$ cat src/rtl/wdog_pkg.sv
package wdog_pkg;
  localparam int OFS_RELOAD = 'h000;
  localparam int OFS_COUNT  = 'h004;
  localparam int OFS_CTRL   = 'h008;
  localparam int OFS_ACK    = 'h00C;
  localparam int OFS_RAW    = 'h010;
  localparam int OFS_MASKED = 'h014;
  localparam int OFS_LOCK   = 'hC00;

  localparam int CTRL_EN_BIT  = 0;
  localparam int CTRL_RST_BIT = 1;

  typedef struct packed {
    logic reload;
    logic ctrl;
    logic ack;
    logic start;
  } wdog_evt_t;
endpackage

$ cat src/rtl/wdog_regs.sv
module wdog_regs
  import wdog_pkg::*;
#(
  parameter int          DATA_W     = 32,
  parameter int          ADDR_W     = 12,
  parameter logic [31:0] UNLOCK_KEY = 32'h1ACC_E551,
  parameter logic [31:0] RELOAD_RST = 32'hFFFF_FFFF
) (
  input  logic              clk,
  input  logic              rst,
  input  logic              psel,
  input  logic              penable,
  input  logic              pwrite,
  input  logic [ADDR_W-1:0] paddr,
  input  logic [DATA_W-1:0] pwdata,
  output logic [DATA_W-1:0] reload_o,
  output logic              en_o,
  output logic              rsten_o,
  output logic              locked_o,
  output wdog_evt_t         evt_o
);
  logic wr_cycle;
  logic wr_open;
  logic hit_reload, hit_ctrl, hit_ack, hit_lock;

  logic [DATA_W-1:0] reload_q;
  logic              en_q, rsten_q, locked_q;

  assign wr_cycle   = psel & penable & pwrite;
  assign wr_open    = wr_cycle & ~locked_q;
  assign hit_reload = (paddr == ADDR_W'(OFS_RELOAD));
  assign hit_ctrl   = (paddr == ADDR_W'(OFS_CTRL));
  assign hit_ack    = (paddr == ADDR_W'(OFS_ACK));
  assign hit_lock   = (paddr == ADDR_W'(OFS_LOCK));

  always_ff @(posedge clk) begin
    if (rst) begin
      reload_q <= DATA_W'(RELOAD_RST);
      en_q     <= 1'b0;
      rsten_q  <= 1'b0;
      locked_q <= 1'b0;
    end else begin
      if (wr_cycle && hit_lock)
        locked_q <= (pwdata != DATA_W'(UNLOCK_KEY));
      if (wr_open && hit_reload)
        reload_q <= pwdata;
      if (wr_open && hit_ctrl) begin
        en_q    <= pwdata[CTRL_EN_BIT];
        rsten_q <= pwdata[CTRL_RST_BIT];
      end
    end
  end

  always_comb begin
    evt_o.reload = wr_open & hit_reload;
    evt_o.ctrl   = wr_open & hit_ctrl;
    evt_o.ack    = wr_open & hit_ack;
    evt_o.start  = wr_open & hit_ctrl & pwdata[CTRL_EN_BIT] & ~en_q;
  end

  assign reload_o = reload_q;
  assign en_o     = en_q;
  assign rsten_o  = rsten_q;
  assign locked_o = locked_q;
endmodule

$ cat src/rtl/wdog_core.sv
module wdog_core
  import wdog_pkg::*;
#(
  parameter int          DATA_W     = 32,
  parameter logic [31:0] RELOAD_RST = 32'hFFFF_FFFF
) (
  input  logic              clk,
  input  logic              rst,
  input  logic              en_i,
  input  logic              rsten_i,
  input  logic [DATA_W-1:0] reload_i,
  input  logic [DATA_W-1:0] wdata_i,
  input  wdog_evt_t         evt_i,
  output logic [DATA_W-1:0] count_o,
  output logic              raw_o,
  output logic              rst_req_o
);
  logic [DATA_W-1:0] count_q;
  logic              raw_q, rst_req_q;
  logic              bus_touch;
  logic              expire;

  assign bus_touch = evt_i.reload | evt_i.ack | evt_i.start;
  assign expire    = en_i & (count_q == '0) & ~bus_touch;

  always_ff @(posedge clk) begin
    if (rst) begin
      count_q   <= DATA_W'(RELOAD_RST);
      raw_q     <= 1'b0;
      rst_req_q <= 1'b0;
    end else begin
      if (evt_i.reload)
        count_q <= wdata_i;
      else if (evt_i.ack || evt_i.start)
        count_q <= reload_i;
      else if (expire)
        count_q <= reload_i;
      else if (en_i)
        count_q <= count_q - 1'b1;

      if (evt_i.ack)
        raw_q <= 1'b0;
      else if (expire)
        raw_q <= 1'b1;

      if (expire && raw_q && rsten_i)
        rst_req_q <= 1'b1;
    end
  end

  assign count_o   = count_q;
  assign raw_o     = raw_q;
  assign rst_req_o = rst_req_q;
endmodule

$ cat src/rtl/wdog_rdmux.sv
module wdog_rdmux
  import wdog_pkg::*;
#(
  parameter int DATA_W = 32,
  parameter int ADDR_W = 12
) (
  input  logic              clk,
  input  logic              rst,
  input  logic              psel,
  input  logic              penable,
  input  logic              pwrite,
  input  logic [ADDR_W-1:0] paddr,
  input  logic [DATA_W-1:0] reload_i,
  input  logic [DATA_W-1:0] count_i,
  input  logic              en_i,
  input  logic              rsten_i,
  input  logic              raw_i,
  input  logic              locked_i,
  output logic [DATA_W-1:0] prdata_o
);
  logic [DATA_W-1:0] sel_data;
  logic [DATA_W-1:0] ctrl_word;

  always_comb begin
    ctrl_word               = '0;
    ctrl_word[CTRL_EN_BIT]  = en_i;
    ctrl_word[CTRL_RST_BIT] = rsten_i;
  end

  always_comb begin
    sel_data = '0;
    if (paddr == ADDR_W'(OFS_RELOAD))      sel_data = reload_i;
    else if (paddr == ADDR_W'(OFS_COUNT))  sel_data = count_i;
    else if (paddr == ADDR_W'(OFS_CTRL))   sel_data = ctrl_word;
    else if (paddr == ADDR_W'(OFS_RAW))    sel_data = DATA_W'(raw_i);
    else if (paddr == ADDR_W'(OFS_MASKED)) sel_data = DATA_W'(raw_i & en_i);
    else if (paddr == ADDR_W'(OFS_LOCK))   sel_data = DATA_W'(locked_i);
  end

  always_ff @(posedge clk) begin
    if (rst)
      prdata_o <= '0;
    else if (psel && !penable && !pwrite)
      prdata_o <= sel_data;
  end
endmodule

$ cat src/rtl/wdog_twostage.sv
module wdog_twostage
  import wdog_pkg::*;
#(
  parameter int          DATA_W     = 32,
  parameter int          ADDR_W     = 12,
  parameter logic [31:0] UNLOCK_KEY = 32'h1ACC_E551,
  parameter logic [31:0] RELOAD_RST = 32'hFFFF_FFFF
) (
  input  logic              clk,
  input  logic              rst,
  input  logic              psel,
  input  logic              penable,
  input  logic              pwrite,
  input  logic [ADDR_W-1:0] paddr,
  input  logic [DATA_W-1:0] pwdata,
  output logic [DATA_W-1:0] prdata,
  output logic              irq_o,
  output logic              rst_req_o
);
  logic [DATA_W-1:0] reload_w;
  logic [DATA_W-1:0] count_w;
  logic              en_w, rsten_w, locked_w, raw_w;
  wdog_evt_t         evt_w;

  wdog_regs #(
    .DATA_W(DATA_W), .ADDR_W(ADDR_W),
    .UNLOCK_KEY(UNLOCK_KEY), .RELOAD_RST(RELOAD_RST)
  ) u_regs (
    .clk(clk), .rst(rst), .psel(psel), .penable(penable), .pwrite(pwrite),
    .paddr(paddr), .pwdata(pwdata), .reload_o(reload_w), .en_o(en_w),
    .rsten_o(rsten_w), .locked_o(locked_w), .evt_o(evt_w)
  );

  wdog_core #(
    .DATA_W(DATA_W), .RELOAD_RST(RELOAD_RST)
  ) u_core (
    .clk(clk), .rst(rst), .en_i(en_w), .rsten_i(rsten_w),
    .reload_i(reload_w), .wdata_i(pwdata), .evt_i(evt_w),
    .count_o(count_w), .raw_o(raw_w), .rst_req_o(rst_req_o)
  );

  wdog_rdmux #(
    .DATA_W(DATA_W), .ADDR_W(ADDR_W)
  ) u_rdmux (
    .clk(clk), .rst(rst), .psel(psel), .penable(penable), .pwrite(pwrite),
    .paddr(paddr), .reload_i(reload_w), .count_i(count_w), .en_i(en_w),
    .rsten_i(rsten_w), .raw_i(raw_w), .locked_i(locked_w), .prdata_o(prdata)
  );

  assign irq_o = raw_w & en_w;
endmodule

$ cat config.mk
export PLATFORM = sky130hd
export DESIGN_NAME = wdog_twostage
export DESIGN_NICKNAME = d
export VERILOG_FILES = /design/src/rtl/wdog_pkg.sv /design/src/rtl/wdog_regs.sv /design/src/rtl/wdog_core.sv /design/src/rtl/wdog_rdmux.sv /design/src/rtl/wdog_twostage.sv
export SDC_FILE = /design/constraint.sdc
export NUM_CORES = 1
export LEC_CHECK = 0
export BUFFER_PORTS_ARGS = -buffer_cell sky130_fd_sc_hd__buf_2
export CELL_PAD_IN_SITES_DETAIL_PLACEMENT = 1
export CELL_PAD_IN_SITES_GLOBAL_PLACEMENT = 2
export CORE_ASPECT_RATIO = 1.4
export CORE_MARGIN = 4
export CORE_UTILIZATION = 35
export DETAILED_ROUTE_END_ITERATION = 7
export GPL_ROUTABILITY_DRIVEN = 0
export PLACE_DENSITY = 0.83
export SYNTH_ARGS = -nofsm -noshare
export SYNTH_HDL_FRONTEND = slang
export SYNTH_HIERARCHICAL = 1
export SYNTH_SLANG_ARGS = --single-unit
export TNS_END_PERCENT = 10
$ cat constraint.sdc
create_clock -name clk -period 3.8 [get_ports clk]
set_clock_uncertainty 0.2 [all_clocks]
set_input_delay 0.95 -clock clk [delete_from_list [all_inputs] [get_ports clk]]
set_output_delay 0.95 -clock clk [all_outputs]
set_load 0.01 [all_outputs]
==> flow_metrics.tcl, run 1 <==
set metrics [dict create \
    status "complete, no violations" \
    wirelength_um 19400 \
    required_ps 3860 \
    max_freq_ghz 0.300 \
    crit_fanout 7 \
    drc 0 \
    postSynthNetCount 731 \
    clk_pin_slew_worst_paths_ps 70 \
    relSlewSlack_pct 21.4 \
    start_util_pct 35.7 \
    multi_input_area_um2 3640 \
    final_cell_count_no_fill 960 \
    portBuffers 82 \
    cts.repair.resized 0 \
    rsz0062_at_grt "no" \
    start_kind "input pin" \
    max_stage_delay_ps 550 \
    critical_path.top_delay_family "simple AND/OR/NAND/NOR gates" \
    yosysWarningCount 6 \
    drt_pass1_iterations 4 \
    critPathSlowestCell "or4b_4" \
    layout.nets 802 \
    wire_per_inst_um 20.2 \
    hold_viol_final 0 \
    finalCritPeriodShare_pct 87.7 \
    diodes 0 \
    antenna_found_initial 0 \
    setup_violations 0 \
    track_usage_pct 20.2 \
    drtIter0Drc 256 \
    grt_max_degree 49 \
    cts_made_buffers 9 \
    htree_levels 3 \
    cts_root_buf "clkbuf_16" \
    drv_slew 0 \
    max-cap-violations 0 \
    die_x_um 118 \
    worstSetupEndpointType "flop" \
    dr_total_vias 5375 \
    area_delta_synth_final_pct 15.3 \
    fillers 1991 \
    core-area_um2 16700 \
    netlist_instances 681 \
    dp_cells 944 \
    syn-mean-instance-area_um2 8.78 \
    seq_area_um2 2020 \
    period_needed_ps 3330 \
    ant_nets 0 \
    rows 56 \
    grt_pass1_vias 5825 \
    synth_area_um2 5980 \
    clk_path_buf_depth 2 \
    gr-total-overflow 0 \
    ioPinCount 83 \
    drive_gt1_share_pct 33.4 \
    p_per_area_nw_per_um2 301 \
    fp.dieH_um 163 \
    path_buf_inv 1 \
    arrival_ps 3390 \
    clk_latency_ps 350 \
    grt_pass1_wl_um 31400 \
    holdBufCountCts 0 \
    leakagePower_uw 0.00244 \
    avgViaCountPerCell 5.60 \
    ir_drop_uv 231 \
    worst-setup-path-type "in2reg" \
    cts_tree "built" \
    dp_hpwl_um 14200 \
    worst_path_most_repeated_cell "nor3_1" \
    die_area_um2 19300 \
    hold_class "reg2reg" \
    setup-tns-final_ps 0 \
    cts.sinks 101 \
    cts_setup_buffers 0 \
    worst_pin_slew_ps 1180 \
    crit_chain "buf_2, and3_1, nand4_1, nor4_1, nor3_1, nor4b_2, or4b_4, nand2_2, nor3_1, o31ai_2" \
]
flip-flops by register name, indices dropped and copies added, names as in the netlist:
name,count
u_rdmux/prdata_o,32
u_regs/rsten_o,1
u_regs/locked_o,1
u_regs/en_o,1
u_regs/reload_o,32
u_core/rst_req_o,1
u_core/raw_o,1
u_core/count_o,32
layer usage:
layer  vias up  global-route usage, %  routed length [um]
met5         -                      0                   0
met4         0                   8.17                 575
met3        36                   2.71                 461
met2       105                   37.4               10300
met1      2633                   23.5                8080
li1       2601                      -                   -
placed cells by master (no fill, tap or decap), drive strengths merged, types with 6 or more instances in the layout:
cell type	count
nor2	141
buf	112
dfxtp	101
a21oi	39
mux2i	34
nand2	32
a22oi	31
o21ai	31
mux2	30
nor3	26
xnor2	14
nand3	14
nor4	14
xor2	11
clkbuf	9
or4	9
inv	7
o211ai	7
or3	6
a31oi	6
power breakdown:
group          switching [uW]  total [uW]  internal (uW)  leakage, uW
sequential             0.0915        1060           1060     0.000816
combinational            89.3         132           42.6      0.00149
clock                     438         884            446     0.000128
total                     527        2070           1550      0.00244
path summary, 6_finish.rpt:
| path | slack (ps) | cells after the start | end | start |
|---|---|---|---|---|
| setup / recovery | 470 | 10 | u_core/count_o[11] | pwrite |
| hold / removal | 280 | 2 | u_rdmux/prdata_o[0] | u_rdmux/prdata_o[0] |
| setup reg to reg | 470 | 8 | u_core/count_o[11] | u_core/count_o[1] |
| hold reg to reg | 280 | 2 | u_rdmux/prdata_o[0] | u_rdmux/prdata_o[0] |
cell type report:
class,count,area share (%)
sequential,101,29.3
clock inverter,7,0.726
tap,203,3.68
timing repair buffer,112,9.80
inverter,6,0.327
multi-input combinational,522,52.9
clock buffer,9,3.27
tightest hold or removal path, cell delays in order, from the launching register on:
cell      delay, ps
dfxtp_1         310
nand2_1          70
o211ai_2         70
through the flow:
stage	hold WS [ps]	setup slack [ps]	total power, uW	utilization (%)	instance area [um2]
after floorplan	256	487	1150	-	5980
after global placement	265	237	1210	39.5	6620
after detailed placement	282	116	1220	39.5	6620
after CTS	290	486	2100	41.2	6890
after global routing	319	222	2170	41.2	6890
final	284	469	2070	41.2	6890
No activity file was read; power rests on OpenSTA's default activity.
==> run 2, diff against run 1 <==
Settings changed: CORE_UTILIZATION 35 to 32, PLACE_DENSITY 0.83 to 0.8.
Clock period 3.8 ns to 2.9 ns, I/O delays scaled along.
==> flow_metrics.tcl, run 2 (synthesis gave the netlist of run 1 again) <==
set metrics [dict create \
    p_per_area_nw_per_um2 383 \
    dpl-instance-area_um2 7260 \
    relSlewSlack_pct 61.1 \
    start_util_pct 32.9 \
    grt_pass1_vias 6272 \
    post-route-cell-area_um2 7700 \
    ioPinCount 83 \
    grt_max_degree 38 \
    rows 58 \
    final_cell_count_no_fill 1070 \
    clk_path_buf_depth 2 \
    portBuffers 82 \
    holdBufCountCts 0 \
    clk_latency_ps 360 \
    dp_hpwl_um 15800 \
    layout.nets 875 \
    layout.cells.most_common "nor2_1" \
    status "complete, no violations" \
    final_cell_mix "nor2_1, dfxtp_1, buf_4" \
    period_needed_ps 2870 \
    dr_total_vias 5757 \
    rsz0062_at_grt "yes" \
    gr-total-overflow 0 \
    final_core_util_pct 42.5 \
    crit_fanout 8 \
    track_usage_pct 20.2 \
    arrival_ps 2900 \
    htree_levels 3 \
    clk_pin_slew_worst_paths_ps 70 \
    hold_viol_final 0 \
    antenna_found_initial 0 \
    drv_slew 0 \
    start_kind "input pin" \
    drtIter0Drc 255 \
    setup-tns-final_ps 0 \
    wirelength_um 20900 \
    max-cap-violations 0 \
    fp.dieH_um 170 \
    drive_gt1_share_pct 41.1 \
    worst_pin_slew_ps 583 \
    drt_pass1_iterations 6 \
    die_x_um 124 \
    dp_cells 1051 \
    avgViaCountPerCell 5.38 \
    diodes 0 \
    leakagePower_uw 0.00284 \
    max_freq_ghz 0.349 \
    setup_violations 0 \
    finalCritPeriodShare_pct 98.9 \
    grt_pass1_wl_um 33200 \
    core-area_um2 18100 \
    die_area_um2 21000 \
    cts.sinks 101 \
    area_delta_synth_final_pct 28.9 \
    ant_nets 0 \
    ir_drop_uv 218 \
    required_ps 2930 \
    cts_made_buffers 9 \
    whs_ps 300 \
    cts_tree "built" \
    worst-setup-path-type "in2reg" \
    drc 0 \
    wire_per_inst_um 19.5 \
    cts_root_buf "clkbuf_16" \
    worstSetupEndpointType "flop" \
    hold_class "reg2reg" \
]
run 2: cell count changes in the layout (fill, tap and decap cells not counted), moves of 3 or more:
cell    before  now
buf_6        0    6
buf_4       28   93
inv_6        1    4
nor4_1      11    7
nor4_2       1    4
run 2: area by class of cell:
type	instances	area, um2
fillers	2166	10400
clock buffers	9	225
flip-flops and latches	101	2020
multi-input cells	522	3760
well taps	240	300
clock inverters	7	103
inverters	6	22.5
repair buffers	185	1270
run 2: final timing paths:
kind	from	to	slack (ps)	cells after the start
worst min register to register	u_rdmux/prdata_o[0]	u_rdmux/prdata_o[0]	300	2
worst max-delay path	paddr[4]	u_core/count_o[13]	30	11
worst max register to register	u_core/count_o[0]	u_core/count_o[20]	60	8
worst min-delay path	u_rdmux/prdata_o[0]	u_rdmux/prdata_o[0]	300	2
run 2: power by group:
| part | internal [uW] | switching [uW] |
|---|---|---|
| Sequential | 1390 | 0.0958 |
| Combinational | 74.1 | 124 |
| Clock | 770 | 600 |
| Total | 2230 | 724 |
run 2: per-stage QoR:
step,total power (uW),setup WS [ps]
after global routing,3060,-77.3
after detailed placement,1620,-402
after global placement,1610,-329
after CTS,2990,3.31
final,2950,31.5
after floorplan,1510,-43.9
run 2: repair_timing:
action	4_1_cts	5_1_grt
buffers inserted	1	2
resized for setup	9	15
pin swaps	5	6
endpoints found under the setup margin	30	29
run 2: routing by layer:
layer,part of all wire [%],routed length (um),global-route usage [%]
met3,3.0,621,2.77
met1,39,8120,22.1
met4,3.0,624,8.19
met5,0,0,0
met2,55,11500,38.3
run 2: critical path, stage by stage:
cell and delay [ps]:
buf_2 120, nor4_4 290, nand4_1 150, buf_6 170
nor4_4 320, buf_4 210, or3_1 140, nand2_2 170
buf_4 200, nor4_1 290, a311oi_1 90
